==> src/rtl/itcmd_pkg.sv <==
package itcmd_pkg;

  localparam int unsigned MAP_REGS   = 2;
  localparam int unsigned MIN_SHIFT  = 7;
  localparam int unsigned RESET_WIN  = 4096;
  localparam int unsigned VIEW_LAST  = 5;

  typedef enum logic [3:0] {
    VW_RAW      = 4'd0,
    VW_TAG      = 4'd1,
    VW_EF_WAIT  = 4'd2,
    VW_EF_POLL  = 4'd3,
    VW_SEM_WAIT = 4'd4,
    VW_SEM_POLL = 4'd5
  } view_e;

  // Window size in bytes from the 7-bit mask field (bits 16:10 of the register).
  function automatic logic [17:0] size_of_mask(input logic [6:0] mask);
    return 18'd1024 + {1'b0, mask, 10'd0};
  endfunction

  function automatic logic is_pow2(input logic [17:0] v);
    return (v != 18'd0) && ((v & (v - 18'd1)) == 18'd0);
  endfunction

  function automatic logic [3:0] stride_shift(input logic [2:0] grain);
    return 4'(MIN_SHIFT) + {1'b0, grain};
  endfunction

  function automatic logic [31:0] cell_of(input logic [31:0] off,
                                          input logic [2:0]  grain,
                                          input int unsigned ncells);
    logic [31:0] raw;
    raw = off >> stride_shift(grain);
    return (raw >= ncells) ? (ncells - 1) : raw;
  endfunction

  function automatic logic view_known(input logic [3:0] v);
    return v <= 4'(VIEW_LAST);
  endfunction

endpackage

==> src/rtl/itcmd_map_regs.sv <==
module itcmd_map_regs
  import itcmd_pkg::*;
#(
  parameter int unsigned N_CELLS = 4,
  parameter int unsigned TAG_AW  = 6
) (
  input  logic              clk,
  input  logic              rst_n,
  input  logic              tag_valid,
  input  logic              tag_write,
  input  logic [TAG_AW-1:0] tag_addr,
  input  logic [63:0]       tag_wdata,
  output logic              tag_rvalid,
  output logic [63:0]       tag_rdata,
  output logic [31:0]       win_base,
  output logic [17:0]       win_size,
  output logic              win_en,
  output logic [2:0]        grain
);

  localparam int unsigned IDX_W    = TAG_AW - 3;
  localparam logic [6:0]  RST_MASK = 7'(((RESET_WIN - 1) >> 10) & 32'h7F);

  logic [IDX_W-1:0] idx;
  logic [21:0]      base_q;
  logic             en_q;
  logic [6:0]       mask_q;
  logic [2:0]       grain_q;
  logic [17:0]      size_q;
  logic [63:0]      rd_val;
  logic [17:0]      new_size;
  logic             wr0, wr1;
  logic             unused_tag;

  assign idx      = tag_addr[TAG_AW-1:3];
  assign wr0      = tag_valid && tag_write && (idx == IDX_W'(0));
  assign wr1      = tag_valid && tag_write && (idx == IDX_W'(1));
  assign new_size = size_of_mask(tag_wdata[16:10]);
  assign unused_tag = ^{tag_addr[2:0], tag_wdata[63:32], tag_wdata[9:3]};

  always_comb begin
    case (idx)
      IDX_W'(0): rd_val = {32'd0, base_q, 9'd0, en_q};
      IDX_W'(1): rd_val = (64'(N_CELLS) << 20) | {47'd0, mask_q, 7'd0, grain_q};
      default:   rd_val = 64'd0;
    endcase
  end

  always_ff @(posedge clk) begin
    if (!rst_n) begin
      base_q     <= '0;
      en_q       <= 1'b0;
      mask_q     <= RST_MASK;
      grain_q    <= 3'd0;
      size_q     <= size_of_mask(RST_MASK);
      tag_rvalid <= 1'b0;
      tag_rdata  <= '0;
    end else begin
      tag_rvalid <= tag_valid && !tag_write;
      if (tag_valid && !tag_write) tag_rdata <= rd_val;
      if (wr0) begin
        base_q <= tag_wdata[31:10];
        en_q   <= tag_wdata[0];
      end
      if (wr1) begin
        mask_q  <= tag_wdata[16:10];
        grain_q <= tag_wdata[2:0];
        if (is_pow2(new_size)) size_q <= new_size;
      end
    end
  end

  assign win_base = {base_q, 10'd0};
  assign win_size = size_q;
  assign win_en   = en_q;
  assign grain    = grain_q;

endmodule

==> src/rtl/itcmd_addr_decode.sv <==
module itcmd_addr_decode
  import itcmd_pkg::*;
#(
  parameter int unsigned N_CELLS = 4,
  parameter int unsigned CELL_W  = 2
) (
  input  logic [31:0]       st_addr,
  input  logic [31:0]       win_base,
  input  logic [17:0]       win_size,
  input  logic              win_en,
  input  logic [2:0]        grain,
  output logic              hit,
  output logic [CELL_W-1:0] cell_idx,
  output logic [3:0]        view,
  output logic              view_ok
);

  logic [31:0] offset;

  assign offset   = st_addr - win_base;
  assign hit      = win_en && (st_addr >= win_base) && (offset < {14'd0, win_size});
  assign cell_idx = CELL_W'(cell_of(offset, grain, N_CELLS));
  assign view     = offset[6:3];
  assign view_ok  = view_known(view);

endmodule

==> src/rtl/itcmd_access_stage.sv <==
module itcmd_access_stage #(
  parameter int unsigned CELL_W = 2
) (
  input  logic              clk,
  input  logic              rst_n,
  input  logic              in_valid,
  input  logic              in_write,
  input  logic              in_hit,
  input  logic              in_vok,
  input  logic [CELL_W-1:0] in_cell,
  input  logic [3:0]        in_view,
  input  logic [63:0]       in_wdata,
  output logic              q_valid,
  output logic              q_write,
  output logic              q_hit,
  output logic              q_vok,
  output logic [CELL_W-1:0] q_cell,
  output logic [3:0]        q_view,
  output logic [63:0]       q_wdata
);

  always_ff @(posedge clk) begin
    if (!rst_n) begin
      q_valid <= 1'b0;
      q_write <= 1'b0;
      q_hit   <= 1'b0;
      q_vok   <= 1'b0;
      q_cell  <= '0;
      q_view  <= '0;
      q_wdata <= '0;
    end else begin
      q_valid <= in_valid;
      q_write <= in_write;
      q_hit   <= in_hit;
      q_vok   <= in_vok;
      if (in_valid) begin
        q_cell  <= in_cell;
        q_view  <= in_view;
        q_wdata <= in_wdata;
      end
    end
  end

endmodule

==> src/rtl/itc_map_decoder.sv <==
module itc_map_decoder
  import itcmd_pkg::*;
#(
  parameter int unsigned N_FIFO = 16,
  parameter int unsigned N_SEM  = 16,
  parameter int unsigned TAG_AW = 6,
  localparam int unsigned N_CELLS = N_FIFO + N_SEM,
  localparam int unsigned CELL_W  = (N_CELLS > 1) ? $clog2(N_CELLS) : 1
) (
  input  logic              clk,
  input  logic              rst_n,
  input  logic              tag_valid,
  input  logic              tag_write,
  input  logic [TAG_AW-1:0] tag_addr,
  input  logic [63:0]       tag_wdata,
  output logic              tag_rvalid,
  output logic [63:0]       tag_rdata,
  input  logic              st_valid,
  input  logic              st_write,
  input  logic [31:0]       st_addr,
  input  logic [63:0]       st_wdata,
  output logic              st_rvalid,
  output logic [63:0]       st_rdata,
  output logic              cell_rd_stb,
  output logic              cell_wr_stb,
  output logic [CELL_W-1:0] cell_sel,
  output logic [3:0]        cell_view,
  output logic [63:0]       cell_wdata,
  output logic              cell_is_fifo,
  input  logic [63:0]       cell_rdata,
  output logic [31:0]       win_base,
  output logic [17:0]       win_size,
  output logic              win_en,
  output logic [5:0]        num_cells
);

  logic [2:0]        grain;
  logic              dec_hit;
  logic [CELL_W-1:0] dec_cell;
  logic [3:0]        dec_view;
  logic              dec_vok;
  logic              q_valid, q_write, q_hit, q_vok;

  itcmd_map_regs #(.N_CELLS(N_CELLS), .TAG_AW(TAG_AW)) u_regs (
    .clk(clk), .rst_n(rst_n),
    .tag_valid(tag_valid), .tag_write(tag_write), .tag_addr(tag_addr),
    .tag_wdata(tag_wdata), .tag_rvalid(tag_rvalid), .tag_rdata(tag_rdata),
    .win_base(win_base), .win_size(win_size), .win_en(win_en), .grain(grain)
  );

  itcmd_addr_decode #(.N_CELLS(N_CELLS), .CELL_W(CELL_W)) u_dec (
    .st_addr(st_addr), .win_base(win_base), .win_size(win_size),
    .win_en(win_en), .grain(grain),
    .hit(dec_hit), .cell_idx(dec_cell), .view(dec_view), .view_ok(dec_vok)
  );

  itcmd_access_stage #(.CELL_W(CELL_W)) u_stage (
    .clk(clk), .rst_n(rst_n),
    .in_valid(st_valid), .in_write(st_write), .in_hit(dec_hit),
    .in_vok(dec_vok), .in_cell(dec_cell), .in_view(dec_view),
    .in_wdata(st_wdata),
    .q_valid(q_valid), .q_write(q_write), .q_hit(q_hit), .q_vok(q_vok),
    .q_cell(cell_sel), .q_view(cell_view), .q_wdata(cell_wdata)
  );

  assign cell_rd_stb  = q_valid && !q_write && q_hit && q_vok;
  assign cell_wr_stb  = q_valid &&  q_write && q_hit && q_vok;
  assign st_rvalid    = q_valid && !q_write;
  assign st_rdata     = !q_hit ? 64'd0 : (!q_vok ? '1 : cell_rdata);
  assign cell_is_fifo = 32'(cell_sel) < N_FIFO;
  assign num_cells    = 6'(N_CELLS);

endmodule

==> config.mk <==
export PLATFORM = sky130hd
export DESIGN_NAME = itc_map_decoder
export DESIGN_NICKNAME = d
export VERILOG_FILES = /design/src/rtl/itcmd_pkg.sv /design/src/rtl/itcmd_map_regs.sv /design/src/rtl/itcmd_addr_decode.sv /design/src/rtl/itcmd_access_stage.sv /design/src/rtl/itc_map_decoder.sv
export SDC_FILE = /design/constraint.sdc
export NUM_CORES = 1
export LEC_CHECK = 0
export BUFFER_PORTS_ARGS = -buffer_cell sky130_fd_sc_hd__clkbuf_2
export CAP_MARGIN = 20
export CORE_AREA = 4 4 192 194
export DETAILED_ROUTE_END_ITERATION = 6
export DIE_AREA = 0 0 196 198
export PLACE_DENSITY_LB_ADDON = 0.05
export SLEW_MARGIN = 25
export SYNTH_ARGS = -nofsm -noshare
export SYNTH_HDL_FRONTEND = slang
export SYNTH_HIERARCHICAL = 1
export SYNTH_SLANG_ARGS = --single-unit
==> constraint.sdc <==
create_clock -name clk -period 3 [get_ports clk]
set_clock_uncertainty 0.15 [all_clocks]
set_input_delay 0.15 -clock clk [delete_from_list [all_inputs] [get_ports clk]]
set_output_delay 0.15 -clock clk [all_outputs]
set_load 0.01 [all_outputs]
Word-level counts from Yosys, hierarchy flattened

Cells that the tools add are included.

Order comparisons: 5
Add/subtract/negate cells: 4
Mux-type cells: 4
Eq/ne operators: 1
Reductions and logical operators: 19
Bitwise gates (word level): 1
Div/mod/pow operators: 0
Shift operators: 1
Multipliers: 0

Operators by type and width:

| cell                   | number |
|---|---|
| $mux 64                | 2 |
| $pmux 32 s2            | 1 |
| $ge 32x32->1           | 1 |
| $ge 32x6->1 const B    | 1 |
| $lt 32x18->1           | 1 |
| $shr 32x4->32          | 1 |
| $sub 32x32->32         | 1 |
| $add 11x17->18 const A | 1 |
| $and 18x18->18         | 1 |
| $logic_not 18->1       | 1 |
| $reduce_bool 18->1     | 1 |
| $sub 18x1->18 const B  | 1 |
| $logic_and 1x1->1      | 13 |
| $lt 5x5->1 const B     | 1 |
| $mux 5                 | 1 |
| $add 3x3->4 const A    | 1 |
| $le 4x3->1 const B     | 1 |
| $eq 3x1->1 const B     | 1 |
| $logic_not 3->1        | 1 |
| $logic_not 1->1        | 2 |
| $reduce_and 2->1       | 1 |

Bits in read-only memories: 0
Bits in registers: 193
Latch bits: 0
RAM bits: 0
Output and inout port bits: 263
Memories: 0

Logic depth before layout (Yosys ltp)

Gate-level depths: netlist (run 1).

Depth after elaboration: 6
Depth in mapped cells: 19
Depth with buffers taken out: 18

By module

Netlist (run 1), hierarchy kept.

Modules (own cells, without submodules):

| module             | sequential area each (sq um) | cells an instance | instances | area an instance (sq um) |
|---|---|---|---|---|
| itcmd_map_regs     | 1,341.3                      | 399               | 1         | 3,415.8 |
| itcmd_addr_decode  | 0.0                          | 444               | 1         | 3,129.3 |
| itcmd_access_stage | 1,541.5                      | 243               | 1         | 2,920.3 |
| itc_map_decoder    | 0.0                          | 154               | 1         | 1,073.5 |

Worst setup path after synthesis (run 1)

No wires, ideal clock.

Path kind: register -> register
Start point: register u_regs.base_q[0]
End point: register u_stage.q_hit
Required time: 2.791 ns
Library setup time: 0.059 ns
Data arrival time: 3.112 ns
Path slack: -0.321 ns
Cell stages (with the launch flop): 18
Clock period less this slack: 3.321 ns
Cells stage by stage: dfxtp_1 inv_1 ha_1 buf_2 nand4_1 o22ai_4 or4_1 o211ai_2 inv_2 ha_1 a21o_1 a21o_1 a21oi_1 nor2b_1 o21ai_0 nand4_1 nor4_2 and2_1

Longest elaborated chain between the ends: 3
Elaborated cells on any way between the ends: 5
Those cells by class: add/sub (1); order compare (2); reduce/logical (2)

RTL lines:

| item                                                     | line                                             | RTL |
|---|---|---|
| from (decl)                                              | itcmd_map_regs.sv:25                             | `logic [21:0] base_q;` |
| from (signal assigned)                                   | itcmd_map_regs.sv:62                             | `base_q <= tag_wdata[31:10];` |
| $sub 32x32->32 / $ge 32x32->1 (equally long branches)    | itcmd_addr_decode.sv:20, itcmd_addr_decode.sv:21 |  |
| $lt 32x18->1 / $logic_and 1x1->1 (equally long branches) | itcmd_addr_decode.sv:21                          | `assign hit = win_en && (st_addr >= win_base) && (offset < {14'd0, win_size});` |
| $logic_and 1x1->1 (*)                                    | itcmd_addr_decode.sv:21                          |  |
| named net dec_hit                                        | itc_map_decoder.sv:38                            | `logic dec_hit;` |
| to (signal assigned)                                     | itcmd_access_stage.sv:34                         | `q_hit <= in_hit;` |
| to (decl)                                                | itcmd_access_stage.sv:15                         | `output logic q_hit,` |

Mark *: on every way through the listed nets, which the timed path passes. The rest lies on a longest branch.
A chain may end at the register's enable or synchronous reset.

Worst setup path after layout (run 1)

Start point: register u_regs.base_q[2]
End point: register u_stage.q_hit

The elaborated chain is that of the path after synthesis.

==> impl_metrics.ini, run 1 <==
[status]
status = complete, but fails checks
violations = negative setup slack

[power]
p_leak_nw = 7.31
p_total_mw = 5.95
ir_drop_v = 0.000372
powerDensity_nw_per_um2 = 384

[setup_path]
cp-start-kind = flip-flop
crit_type = flip-flop to flip-flop
worst-endpoint-arrival_ns = 3.44
worst_ep_required_time_ns = 3.23
worst-path-max-fanout = 7
cp_top_family = simple AND/OR/NAND/NOR gates
slowest_delay_ns = 0.52
slowest_stage = or4_1
rrSetupSlack_ns = -0.20
end_kind = flip-flop
path_buf_inv = 2
cp_cell_sequence = inv_2 > ha_4 > a21o_1 > or4_1 > o211ai_2 > inv_2 > ha_4 > a21o_1 > a21o_1 > a21oi_1 > nor2b_1 > o21ai_1 > nand4_1 > nor4_2 > and2_1
cp_common_cell = a21o_1

[drt]
num_vias = 10408
drtPass1Iterations = 4
postRouteAntennaNets = 0
wirelength_microns = 37600
via_per_inst = 4.51
drc = 0
drtIter0Drc = 346
wl_per_cell_microns = 16.3

[cells_and_area]
instances_no_fill = 2308
diodes = 0
drive_gt1_share_pct = 39.8
area_growth_pct = 47.2
final_area_sq_um = 15500
final_util_pct = 44.0
nets = 2123

[synthesis]
ys_seq_elements = 144
avgSynthCellArea_sq_um = 8.50
seq_area_frac_synth_pct = 27.4
syn_inst = 1240
synthArstFlopShare_pct = 0
synth_warnings = 6
ys.flop_type = dfxtp_1
synth_area_sq_um = 10500
ys_types = 89
synth_edf_count = 0

[clocking]
clkTransAtPathRegs_ns = 0.07
cts_sinks = 144
clockBufferDepth = 2
cts-root-buf = clkbuf_16
ctsHtreeMaxLevel = 4
cts_inserted_buffers = 17
clk_latency_ns = 0.44
cts_tree = yes

[global_routing]
antenna_found_initial = 2
grt_start_max_net_pins = 56
gr-total-overflow = 0
grt_pass1_vias = 10306
grt.total_usage_pct = 18.5
grt_pass1_wl_microns = 57400

[floorplan]
core-area_sq_um = 35200
die_w_microns = 196
initial_core_util_pct = 29.9
die_height_microns = 198
placementRows = 69
ios = 499
die-area_sq_um = 38800

[min_path]
holdCritPathClass = primary input to flip-flop

[sta]
slew_headroom_pct = 43.0
rsz0062_at_grt = true
hold_viol_final = 0
timing.fmax_mhz = 312
setup_viol = 6
holdWs_ns = 0.0590
post-route-min-period_ns = 3.20
slew_violations = 0
period_share_pct = 107
worst_slew_pin_slew_ns = 0.855
final.setup.worst_slack_ns = -0.204
final.setup.tns_ns = -1.07

[placed_design]
dp.cells = 2174
pre_cts_slack_ns = -0.475
placedInstanceArea_sq_um = 13600
dp_hpwl_microns = 30400
io_buffers = 391
place_congestion = 0.849

[job]
drv_cap = 0
-- power by group --
group | leakage [nW] | switching, mW | total, mW | internal (mW)
combinational | 5.83 | 0.814 | 1.62 | 0.801
clock | 0.302 | 0.943 | 2.29 | 1.35
sequential | 1.18 | 0.0606 | 2.05 | 1.99
-- cells in the final DEF, fill, tap and decap left out, drive strengths merged, types with 9 or more instances in the layout --
cell         instances
dfxtp              144
nand2              112
o211ai               9
ha                  52
nand3               18
a21o                14
dlygate4sd3         94
mux2i               77
o22ai               10
nor2                31
and2                12
inv                133
nor2b              104
clkbuf             408
xor2                10
buf                171
a22oi               24
nor3                14
conb                65
mux2                10
and3                10
o21a                 9
nand4               17
xnor2               19
a21boi             100
o21ai               31
a21oi               44
-- worst paths after layout --
path / start / end / cells after the start
setup reg to reg: u_regs/base_q[2]$_SDFFE_PN0P_ / u_stage/q_hit$_SDFF_PN0_ / 15
hold / removal: tag_valid / u_regs/tag_rvalid$_SDFF_PN0_ / 3
setup / recovery: u_regs/base_q[2]$_SDFFE_PN0P_ / u_stage/q_hit$_SDFF_PN0_ / 15
hold reg to reg: u_regs/tag_rdata[1]$_SDFFE_PN0P_ / u_regs/tag_rdata[1]$_SDFFE_PN0P_ / 2
-- cell type report --
cell class	instances	area, sq um
multi-input cells	888	6720
inverters	129	484
repair buffers	654	4220
clock inverters	13	174
well taps	461	577
clock buffers	19	443
flip-flops and latches	144	2890
fillers	3633	19700
-- cells in the mapped netlist, drive strengths merged, types with 3 or more instances --
| master | count | share of area (%) |
|---|---|---|
| nor4 | 5 | 0.42 |
| o21a | 9 | 0.71 |
| nor3 | 14 | 0.71 |
| a211oi | 4 | 0.28 |
| dfxtp | 144 | 27 |
| o2111ai | 5 | 0.42 |
| or4 | 5 | 0.43 |
| a21oi | 44 | 2.6 |
| o21ai | 31 | 1.5 |
| xnor2 | 19 | 1.6 |
| a2111oi | 3 | 0.26 |
| nor4b | 4 | 0.39 |
| nand3 | 18 | 0.97 |
| conb | 3 | 0.11 |
| a22oi | 24 | 1.7 |
| a31oi | 6 | 0.42 |
| xor2 | 10 | 0.83 |
| mux2 | 10 | 1.1 |
| mux4 | 5 | 1.1 |
| or3 | 4 | 0.24 |
| ha | 52 | 6.2 |
| and2 | 12 | 0.74 |
| o31ai | 6 | 0.43 |
| nand3b | 3 | 0.21 |
| or2 | 4 | 0.24 |
| a21boi | 100 | 8.5 |
| nor3b | 3 | 0.21 |
| o22ai | 10 | 0.78 |
| nor2 | 31 | 1.1 |
| and4 | 3 | 0.25 |
| and3 | 10 | 0.59 |
| nand2 | 112 | 4.0 |
| o211ai | 9 | 0.69 |
| clkbuf | 32 | 1.2 |
| nand2b | 4 | 0.24 |
| a21o | 14 | 1.0 |
| inv | 128 | 4.6 |
| buf | 109 | 8.5 |
| nand4 | 17 | 1.0 |
| o31a | 3 | 0.26 |
| a221oi | 3 | 0.25 |
| nor2b | 104 | 6.2 |
| mux2i | 77 | 7.3 |
-- cell families after synthesis --
family / Yosys count / share of synthesized area, %
XOR/XNOR: 29 / 2.41
adder cells (fa/ha/maj): 53 / 6.36
buffers and inverters: 270 / 14.2
AO/OA/AOI/OAI: 292 / 21.9
multiplexers: 92 / 9.45
other: 3 / 0.107
AND/OR/NAND/NOR: 357 / 18.2
flip-flops: 144 / 27.4
-- sequential cells by signal, summed over array words and instances (netlist names), 3 cells and up --
signal,flops
u_regs/win_size,8
u_regs/base_q,22
u_regs/tag_rdata,25
u_stage/q_wdata,64
u_regs/mask_q,7
u_regs/grain,3
u_stage/q_cell,5
u_stage/q_view,4
-- metal layers --
| layer | up-vias | GRT usage, % | wire length [microns] |
|---|---|---|---|
| met4 | 4 | 4.40 | 630 |
| met2 | 282 | 32.8 | 18800 |
| met5 | - | 0 | 16 |
| met3 | 39 | 4.88 | 2330 |
| li1 | 5313 | - | - |
| met1 | 4770 | 22.5 | 15900 |
-- timing repair --
item / in CTS / in global routing
hold buffers: 94 / 0
buffers inserted: 5 / 4
hold endpoints to repair: 102 / 0
pin swaps: 22 / 10
setup endpoints to repair: 6 / 6
gates resized for setup: 39 / 23
-- worst min-delay path: cells and delay by family --
kind,cells,cell delay [ns]
buffers and inverters,1,0.11
and+or+nand+nor,2,0.33
Power figures use the tool's default switching activity.
==> run 2: changes to the inputs <==
- ABC_AREA: not set -> 1
- CAP_MARGIN: 20 -> not set
- CORE_AREA: 4 4 192 194 -> 4 4 191 193
- DIE_AREA: 0 0 196 198 -> 0 0 195 197
==> impl_metrics.ini, run 2 <==
[clocking]
clkTransAtPathRegs_ns = 0.07
cts_inserted_buffers = 17
cts-root-buf = clkbuf_16
cts_tree = yes
clk_latency_ns = 0.44
clockBufferDepth = 2
cts_sinks = 144
ctsHtreeMaxLevel = 4

[job]
drv_cap = 0

[synthesis]
synthArstFlopShare_pct = 0
synth_edf_count = 0
ys_seq_elements = 144
ys_types = 45
syn_inst = 1880
synth_compound_area_share_pct = 10.9
synth_area_sq_um = 11300
synth_top_family_by_area = simple AND/OR/NAND/NOR gates
seq_area_frac_synth_pct = 25.5
synth_mux_area_share_pct = 0
ys_top_cells_by_area = dfxtp_1 25%, nand2_1 17%, inv_1 13%, nor2_1 7.6%, ha_1 5.7%
synth_warnings = 6
synth_xor_area_share_pct = 0.696
synth_fa_ha_area_share_pct = 5.92
synth_simple_gate_area_share_pct = 35.7
synth_top_cell_by_area = dfxtp_1
avgSynthCellArea_sq_um = 6.02
ys.flop_type = dfxtp_1
synth.top_cells.by_count = 521 x nand2_1, 385 x inv_1, 228 x nor2_1
synth_most_common_cell = nand2_1
synth_top_area_share_pct = 25.5

[placed_design]
io_buffers = 391
dp.cells = 2737
placedInstanceArea_sq_um = 13800
place_congestion = 0.895
dp_hpwl_microns = 33200

[global_routing]
grt_pass1_wl_microns = 62700
antenna_found_initial = 2
grt_start_max_net_pins = 72
grt.total_usage_pct = 20.4
grt_pass1_vias = 11655
gr-total-overflow = 0

[drt]
drtPass1Iterations = 7
num_vias = 12471
drc = 2
drtIter0Drc = 574
via_per_inst = 4.35
wirelength_microns = 41000
wl_per_cell_microns = 14.3
postRouteAntennaNets = 0

[sta]
rsz0062_at_grt = true
setup_viol = 0
slew_violations = 0
final.setup.tns_ns = 0
timing.fmax_mhz = 354
worst_slew_pin_slew_ns = 0.659
period_share_pct = 94.2
hold_viol_final = 0
slew_headroom_pct = 56.0
post-route-min-period_ns = 2.83

[cells_and_area]
diodes = 0
final_cell_mix = 497 x nand2_1, 389 x clkbuf_2, 384 x inv_1
layout_commonest_cell = nand2_1
regMostFlops = u_stage/q_wdata
largestRegisters = u_stage/q_wdata: 64 flops, u_regs/tag_rdata: 25 flops, u_regs/base_q: 22 flops
instances_no_fill = 2866
nets = 2687
final_area_sq_um = 15700
largest_reg_flops = 64
drive_gt1_share_pct = 29.0
area_growth_pct = 38.3

[floorplan]
die_w_microns = 195
die-area_sq_um = 38400
ios = 499
die_height_microns = 197
initial_core_util_pct = 32.8
core-area_sq_um = 34500
placementRows = 68

[setup_path]
end_kind = flip-flop
cp-start-kind = flip-flop
worst-path-max-fanout = 5
worst-endpoint-arrival_ns = 3.02
crit_type = flip-flop to flip-flop
worst_ep_required_time_ns = 3.19

[power]
powerDensity_nw_per_um2 = 368
ir_drop_v = 0.000395
p_leak_nw = 8.84

[status]
violations = design-rule violations
status = complete, but fails checks

[min_path]
holdCritPathClass = primary input to flip-flop
run 2: what timing repair did:
| action | CTS | global route |
|---|---|---|
| gates resized for setup | 1 | 85 |
| pin swaps | 0 | 15 |
| endpoints found under the setup margin | 1 | 6 |
| buffers inserted | 0 | 3 |
| hold buffers | 94 | 0 |
| endpoints found under the hold margin | 100 | 0 |
run 2: worst max-delay path, cell delays in order (launching register included):
cell and delay (ns):
dfxtp_2 0.32, inv_1 0.11, ha_4 0.23, nand2_2 0.11, inv_1 0.05, nand2_1 0.06, nand2_1 0.13, inv_1 0.10
nand3_2 0.13, buf_4 0.16, nand2_1 0.09, nand2_1 0.06, nand2_1 0.09, nand3_2 0.10, a21oi_2 0.16, nand3_2 0.11
nor2_4 0.23, nand3_2 0.11, inv_1 0.07, nand2_1 0.04, nand2_1 0.07, nor2_1 0.04
run 2: area by class of cell:
type | count | area [sq um]
well taps | 455 | 569
flip-flops and latches | 144 | 2890
clock buffers | 19 | 443
repair buffers | 566 | 3550
clock inverters | 13 | 101
fillers | 3791 | 18900
multi-input cells | 1274 | 6630
inverters | 395 | 1480
run 2: final timing paths:
path	startpoint	endpoint	slack, ns	depth (start not counted)
max	u_regs/base_q[0]$_SDFFE_PN0P_	u_stage/q_cell[4]$_SDFFE_PN0P_	0.17	21
min	st_valid	u_stage/q_valid$_SDFF_PN0_	0.07	3
max reg2reg	u_regs/base_q[0]$_SDFFE_PN0P_	u_stage/q_cell[4]$_SDFFE_PN0P_	0.17	21
min reg2reg	u_regs/tag_rdata[19]$_SDFFE_PN0P_	u_regs/tag_rdata[19]$_SDFFE_PN0P_	0.32	2
run 2: where the power goes:
group          switching [mW]  internal [mW]  total, mW
sequential             0.0770           2.00       2.08
combinational           0.990          0.671       1.66
clock                   0.941           1.09       2.03
run 2: metal layers:
metal	up-vias	global-route usage (%)	wire, microns
li1	6570	-	-
met1	5480	25.0	17300
met2	377	35.9	20200
met3	40	5.37	2780
met4	4	4.76	692
met5	-	0	27
run 2: logic make-up after synthesis:
| kind of cell | Yosys count |
|---|---|
| AO/OA/AOI/OAI | 197 |
| XOR/XNOR | 9 |
| adder cells (fa/ha/maj) | 53 |
| buffers and inverters | 524 |
| flip-flops | 144 |
| other | 3 |
| AND/OR/NAND/NOR | 950 |
run 2: through the flow:
step / setup slack (ns) / hold slack (ns) / power, mW / util (%)
after floorplan: 0.526 / 0.0976 / 3.13 / -
after global placement: -0.0317 / 0.207 / 3.59 / 40.0
after detailed placement: -0.0543 / 0.204 / 3.61 / 40.0
after CTS: 0.0118 / 0.0504 / 5.78 / 44.3
after global routing: -0.0147 / 0.109 / 6.15 / 45.4
final: 0.173 / 0.0654 / 5.77 / 45.4
